### src/rtl/xlat_pkg.sv
package xlat_pkg;

    typedef enum logic [1:0] {
        MODE_KERNEL = 2'd0,
        MODE_EXEC   = 2'd1,
        MODE_SUPER  = 2'd2,
        MODE_USER   = 2'd3
    } mode_e;

    typedef enum logic [3:0] {
        FLT_NONE     = 4'd0,
        FLT_ALIGN    = 4'd1,
        FLT_BAD_VA   = 4'd2,
        FLT_ACV      = 4'd3,
        FLT_MISS     = 4'd4,
        FLT_MISS_PTE = 4'd5,
        FLT_FOR      = 4'd6,
        FLT_FOW      = 4'd7,
        FLT_MCHK     = 4'd8
    } fault_e;

    // Tag that VA bits [impl-1 : impl-7] carry inside the superpage window
    localparam logic [6:0] SP_TAG = 7'h7e;

endpackage

### src/rtl/xlat_mode_sel.sv
module xlat_mode_sel
    import xlat_pkg::*;
(
    input  logic  pc_lsb,
    input  logic  alt_req,
    input  mode_e cur_mode,
    input  mode_e alt_mode,
    output mode_e eff_mode
);

    always_comb begin
        if (pc_lsb) begin
            eff_mode = alt_req ? alt_mode : MODE_KERNEL;
        end else begin
            eff_mode = cur_mode;
        end
    end

endmodule

### src/rtl/xlat_va_check.sv
module xlat_va_check
    import xlat_pkg::*;
#(
    parameter int VA_W    = 64,
    parameter int VA_IMPL = 48,
    parameter int PA_W    = 44
) (
    input  logic [VA_W-1:0] va,
    input  logic [1:0]      size_log2,
    output logic            misaligned,
    output logic            bad_va,
    output logic            superpage,
    output logic [PA_W-1:0] sp_pa
);

    localparam int SX_BIT  = PA_W - 4;
    localparam int TAG_LO  = VA_IMPL - 7;
    localparam int HI_BITS = VA_W - VA_IMPL + 1;

    logic [HI_BITS-1:0] hi_bits;
    logic [2:0]         low_mask;

    assign hi_bits = va[VA_W-1:VA_IMPL-1];

    always_comb begin
        unique case (size_log2)
            2'd0:    low_mask = 3'b000;
            2'd1:    low_mask = 3'b001;
            2'd2:    low_mask = 3'b011;
            default: low_mask = 3'b111;
        endcase
        misaligned = |(va[2:0] & low_mask);
        bad_va     = !((&hi_bits) || !(|hi_bits));
        superpage  = !bad_va && (va[VA_IMPL-1:TAG_LO] == SP_TAG);
        sp_pa      = va[PA_W-1:0];
        if (va[SX_BIT]) begin
            sp_pa[PA_W-1:SX_BIT] = '1;
        end else begin
            sp_pa[PA_W-1:SX_BIT] = '0;
        end
    end

endmodule

### src/rtl/xlat_perm.sv
module xlat_perm
    import xlat_pkg::*;
(
    input  logic       is_write,
    input  mode_e      eff_mode,
    input  logic [3:0] rd_en,
    input  logic [3:0] wr_en,
    input  logic       fault_rd,
    input  logic       fault_wr,
    output logic       acv,
    output logic       fault_on
);

    logic mode_ok;

    always_comb begin
        mode_ok  = is_write ? wr_en[eff_mode] : rd_en[eff_mode];
        acv      = !mode_ok;
        fault_on = mode_ok && (is_write ? fault_wr : fault_rd);
    end

endmodule

### src/rtl/xlat_pa_final.sv
module xlat_pa_final #(
    parameter int VA_W = 64,
    parameter int PA_W = 44
) (
    input  logic [VA_W-1:0] raw_pa,
    output logic            mchk,
    output logic            uncached,
    output logic [PA_W-1:0] pa
);

    localparam int REG_LO = PA_W - 12;
    localparam int CLR_HI = PA_W - 2;
    localparam int CLR_LO = PA_W - 9;

    logic reg_space;

    always_comb begin
        mchk      = |raw_pa[VA_W-1:PA_W];
        reg_space = &raw_pa[PA_W-1:REG_LO];
        uncached  = raw_pa[PA_W-1] && !reg_space;
        pa        = raw_pa[PA_W-1:0];
        if (uncached) begin
            pa[CLR_HI:CLR_LO] = '0;
        end
    end

endmodule

### src/rtl/xlat_data_unit.sv
module xlat_data_unit
    import xlat_pkg::*;
#(
    parameter int VA_W       = 64,
    parameter int VA_IMPL    = 48,
    parameter int PA_W       = 44,
    parameter int PAGE_SHIFT = 13,
    parameter int PPN_W      = 32
) (
    input  logic            clk,
    input  logic            rst_n,
    input  logic [VA_W-1:0] req_va,
    input  logic [1:0]      req_size_log2,
    input  logic            req_write,
    input  logic            req_phys,
    input  logic            req_alt,
    input  logic            req_pte,
    input  logic            pc_lsb,
    input  logic [1:0]      cur_mode,
    input  logic [1:0]      alt_mode,
    input  logic            tlb_hit,
    input  logic [PPN_W-1:0] tlb_ppn,
    input  logic [3:0]      tlb_rd_en,
    input  logic [3:0]      tlb_wr_en,
    input  logic            tlb_fault_rd,
    input  logic            tlb_fault_wr,
    output logic [PA_W-1:0] xlat_pa,
    output logic            xlat_uncached,
    output logic [3:0]      xlat_fault
);

    localparam int PPN_PAD = VA_W - PPN_W;
    localparam int OFS_PAD = VA_W - PAGE_SHIFT;
    localparam int SP_PAD  = VA_W - PA_W;

    typedef struct packed {
        logic [PA_W-1:0] pa;
        logic            uncached;
        fault_e          fault;
    } xlat_res_t;

    xlat_res_t res_d, res_q;

    mode_e           eff_mode;
    logic            misaligned, bad_va, superpage;
    logic [PA_W-1:0] sp_pa;
    logic            perm_acv, perm_fo;
    logic [VA_W-1:0] raw_pa, hit_pa;
    logic            formed;
    logic            fin_mchk, fin_unc;
    logic [PA_W-1:0] fin_pa;

    xlat_mode_sel u_mode (
        .pc_lsb   (pc_lsb),
        .alt_req  (req_alt),
        .cur_mode (mode_e'(cur_mode)),
        .alt_mode (mode_e'(alt_mode)),
        .eff_mode (eff_mode)
    );

    xlat_va_check #(
        .VA_W    (VA_W),
        .VA_IMPL (VA_IMPL),
        .PA_W    (PA_W)
    ) u_va (
        .va         (req_va),
        .size_log2  (req_size_log2),
        .misaligned (misaligned),
        .bad_va     (bad_va),
        .superpage  (superpage),
        .sp_pa      (sp_pa)
    );

    xlat_perm u_perm (
        .is_write (req_write),
        .eff_mode (eff_mode),
        .rd_en    (tlb_rd_en),
        .wr_en    (tlb_wr_en),
        .fault_rd (tlb_fault_rd),
        .fault_wr (tlb_fault_wr),
        .acv      (perm_acv),
        .fault_on (perm_fo)
    );

    assign hit_pa = ({{PPN_PAD{1'b0}}, tlb_ppn} << PAGE_SHIFT)
                  + {{OFS_PAD{1'b0}}, req_va[PAGE_SHIFT-1:0]};

    // Priority chain: pick the raw address or the first failing check
    always_comb begin
        raw_pa = '0;
        formed = 1'b0;
        res_d  = '0;
        res_d.fault = FLT_NONE;
        if (misaligned) begin
            res_d.fault = FLT_ALIGN;
        end else if (req_phys) begin
            raw_pa = req_va;
            formed = 1'b1;
        end else if (bad_va) begin
            res_d.fault = FLT_BAD_VA;
        end else if (superpage) begin
            if (eff_mode != MODE_KERNEL) begin
                res_d.fault = FLT_ACV;
            end else begin
                raw_pa = {{SP_PAD{1'b0}}, sp_pa};
                formed = 1'b1;
            end
        end else if (!tlb_hit) begin
            res_d.fault = req_pte ? FLT_MISS_PTE : FLT_MISS;
        end else if (perm_acv) begin
            res_d.fault = FLT_ACV;
        end else if (perm_fo) begin
            res_d.fault = req_write ? FLT_FOW : FLT_FOR;
        end else begin
            raw_pa = hit_pa;
            formed = 1'b1;
        end

        if (formed) begin
            if (fin_mchk) begin
                res_d.fault = FLT_MCHK;
            end else begin
                res_d.pa       = fin_pa;
                res_d.uncached = fin_unc;
            end
        end
    end

    xlat_pa_final #(
        .VA_W (VA_W),
        .PA_W (PA_W)
    ) u_final (
        .raw_pa   (raw_pa),
        .mchk     (fin_mchk),
        .uncached (fin_unc),
        .pa       (fin_pa)
    );

    always_ff @(posedge clk) begin
        if (!rst_n) begin
            res_q <= '0;
        end else begin
            res_q <= res_d;
        end
    end

    assign xlat_pa       = res_q.pa;
    assign xlat_uncached = res_q.uncached;
    assign xlat_fault    = res_q.fault;

endmodule


### config.mk
export PLATFORM = sky130hd
export DESIGN_NAME = xlat_data_unit
export DESIGN_NICKNAME = d
export VERILOG_FILES = /design/src/rtl/xlat_pkg.sv /design/src/rtl/xlat_mode_sel.sv /design/src/rtl/xlat_va_check.sv /design/src/rtl/xlat_perm.sv /design/src/rtl/xlat_pa_final.sv /design/src/rtl/xlat_data_unit.sv
export SDC_FILE = /design/constraint.sdc
export NUM_CORES = 1
export LEC_CHECK = 0
export ABC_AREA = 1
export BUFFER_PORTS_ARGS = -buffer_cell sky130_fd_sc_hd__buf_2
export CAP_MARGIN = 20
export CORE_MARGIN = 5
export CORE_UTILIZATION = 42
export CTS_CLUSTER_SIZE = 30
export DETAILED_ROUTE_END_ITERATION = 7
export GPL_TIMING_DRIVEN = 1
export HOLD_SLACK_MARGIN = 0.03
export PLACE_DENSITY = 0.83
export SLEW_MARGIN = 5
export SYNTH_ARGS = -nofsm -noshare
export SYNTH_HDL_FRONTEND = slang
export SYNTH_SLANG_ARGS = --single-unit
### constraint.sdc
create_clock -name clk -period 2.8 [get_ports clk]
set_input_delay 0.7 -clock clk [delete_from_list [all_inputs] [get_ports clk]]
set_output_delay 0.7 -clock clk [all_outputs]
set_load 0.02 [all_outputs]
==> results.py <==
metrics = {
    "drt": {
        "wl_per_cell_microns": 13.3,
        "postRouteAntennaNets": 0,
        "vias": 3040,
        "routed_wl_microns": 8270,
        "drt_iter0_drc": 162,
        "first_pass_iters": 4,
        "drc_errors": 0,
        "post_drt_via_cell_ratio": 4.90,
    },
    "synth": {
        "synth_compound_area_frac": 0.137,
        "ys_seq_area_frac": 0.377,
        "syn_area_per_cell_sq_um": 6.87,
        "synth-simple-area-share": 0.392,
        "yosys.cell_count.top_type": "nor2_1",
        "syn-num-nets": 499,
        "syn_area_sq_um": 2600,
        "synth_top_cell_by_area": "dfxtp_1",
        "yosys_warnings": 0,
        "synthMuxAreaShare": 0,
        "yosys.area_share.adder": 0,
        "async_flop_share": 0,
        "ys_ff_latch": 49,
        "synth_xor_xnor_area_share": 0,
        "syn_inst": 379,
        "synthFlopType": "dfxtp_1",
        "synth_top_family_by_area": "simple AND/OR/NAND/NOR gates",
        "synth_top_area_share": 0.377,
        "ys_types": 37,
        "synth_edf_count": 0,
        "yosys-top-cells-count": "nor2_1, nand2_1, dfxtp_1, inv_1, nand3_1",
        "synth_area_leaders": "dfxtp_1, nor2_1, nand2_1",
    },
    "sta": {
        "post-route-period-util": 0.815,
        "finalSetupViolCount": 0,
        "tightest_slew_ns": 0.371,
        "fin_setup_tns_ns": 0,
        "rsz0062_at_grt": "false",
        "final_max_slew_viol_count": 0,
        "fmax_mhz": 438,
        "period_needed_ns": 2.28,
        "relSlewSlack": 0.752,
        "hold_ws_ns": 0.597,
        "final-hold-violation-count": 0,
    },
    "die": {
        "initial_utilization": 0.437,
        "rows": 28,
        "design.die.area_sq_um": 7870,
        "die_y_microns": 88.7,
        "fp.dieW_microns": 88.7,
        "io_pins": 169,
        "coreArea_sq_um": 5960,
    },
    "worst_hold_path": {
        "worstHoldPathType": "primary input to register",
    },
    "clock_network": {
        "h-tree-depth": 2,
        "clock_sinks": 49,
        "ctsHoldBuffers": 0,
        "clockBufferDepth": 2,
        "cts_resized": 0,
        "cts_root_buf": "clkbuf_8",
        "clkTransAtPathRegs_ns": 0.10,
        "cts_setup_buffers": 0,
        "numCtsBuffers": 5,
        "cts_tree": "done",
    },
    "run_status": {
        "status": "complete, no violations",
    },
    "worst_setup_path": {
        "crit_arrival_ns": 2.47,
        "worstSetupPathType": "primary input to register",
        "cp-start-kind": "primary input",
        "path_max_fanout": 35,
        "cp-end-kind": "register",
        "required_ns": 2.99,
    },
    "final_layout": {
        "fill_cells": 560,
        "areaGrowthSynthToFinish_pct": 38.5,
        "drive_gt1_frac": 0.403,
        "layout.nets": 665,
        "diodes": 0,
    },
    "grt": {
        "grt_pass1_vias": 3006,
        "antenna_found_initial": 0,
        "grt_usage": 0.209,
        "grt-ovfl-total": 0,
        "grt_pass1_wl_microns": 13100,
        "grt_max_degree": 36,
    },
    "flow_run": {
        "cap_viol_max_count": 0,
    },
    "pwr": {
        "leakage_nw": 1.92,
        "ir_drop_mv": 0.202,
        "power_density_nw_per_um2": 398,
    },
    "placed_design": {
        "port_buffers": 168,
        "gp_congestion": 0.928,
        "dp.final_hpwl_microns": 6470,
    },
}
power by group:
part,internal [mW],total [mW],switching (mW)
clock,0.181,0.431,0.250
sequential,0.710,0.714,0.00332
combinational,0.122,0.288,0.166
total,1.01,1.43,0.420
cells in the final DEF, fill, tap and decap left out, types with 2 or more instances in the layout:
master      n
nand2_1    65
nor2_1     73
o211ai_1    2
nand3_2     3
nor3_1     22
or2_2       3
clkbuf_8    5
nor2_2     10
nand2_2     2
and2_1      2
dfxtp_1    49
buf_4       6
clkinv_1    3
o21ai_1     3
inv_1      29
a22oi_1    19
inv_2       7
nand3_1    27
a21oi_1    24
nand2_4     6
buf_2     168
routing by layer:
layer,track usage,routed length [microns]
met1,0.238,3160
met2,0.380,4090
met3,0.0456,831
met4,0.0755,188
met5,0,0
cell type report:
type	instances	area, sq um	area share
multi-input cells	274	1380	0.382
flip-flops and latches	49	981	0.272
repair buffers	175	906	0.251
inverters	40	153	0.0423
well taps	75	93.8	0.0260
clock buffers	5	68.8	0.0191
clock inverters	3	25.0	0.00694
logic make-up (layout without fill, tap and decap cells):
family,count (synthesis),count (layout)
AOI/OAI and AO/OA,55,55
buffers and inverters,56,223
DFF,49,49
and+or+nand+nor,219,219
flip-flops by register name, summed over array words and instances (netlist names):
register	flops
xlat_pa	44
xlat_fault	4
xlat_uncached	1
through the flow:
stage          worst slack (ns)  cell area (sq um)  std cells   util  power (mW)
2_1_floorplan             0.538               2600        379      -       0.880
3_3_place_gp              0.240               3510        613  0.589        1.01
3_5_place_dp              0.214               3510        613  0.589        1.02
4_1_cts                   0.535               3600        621  0.605        1.45
5_1_grt                   0.298               3600        621  0.605        1.51
6_report                  0.517               3600        621  0.605        1.43
worst paths after layout:
kind / from / end / slack, ns / depth (start not counted)
max: req_va[55] / xlat_pa[34]$_SDFF_PP0_ / 0.52 / 15
min: req_va[3] / xlat_pa[3]$_SDFF_PP0_ / 0.60 / 3
critical path: stages:
cell and delay (ns):
buf_2 0.10, or2_1 0.21, nor2_1 0.13, nand3_2 0.12, nand2_4 0.12, nand2_4 0.12
inv_2 0.15, o21ai_2 0.08, nand2_1 0.10, inv_2 0.05, a21oi_4 0.18, nor3_4 0.07
inv_4 0.08, buf_12 0.18, a21oi_1 0.06
No activity file was read; power rests on OpenSTA's default activity.
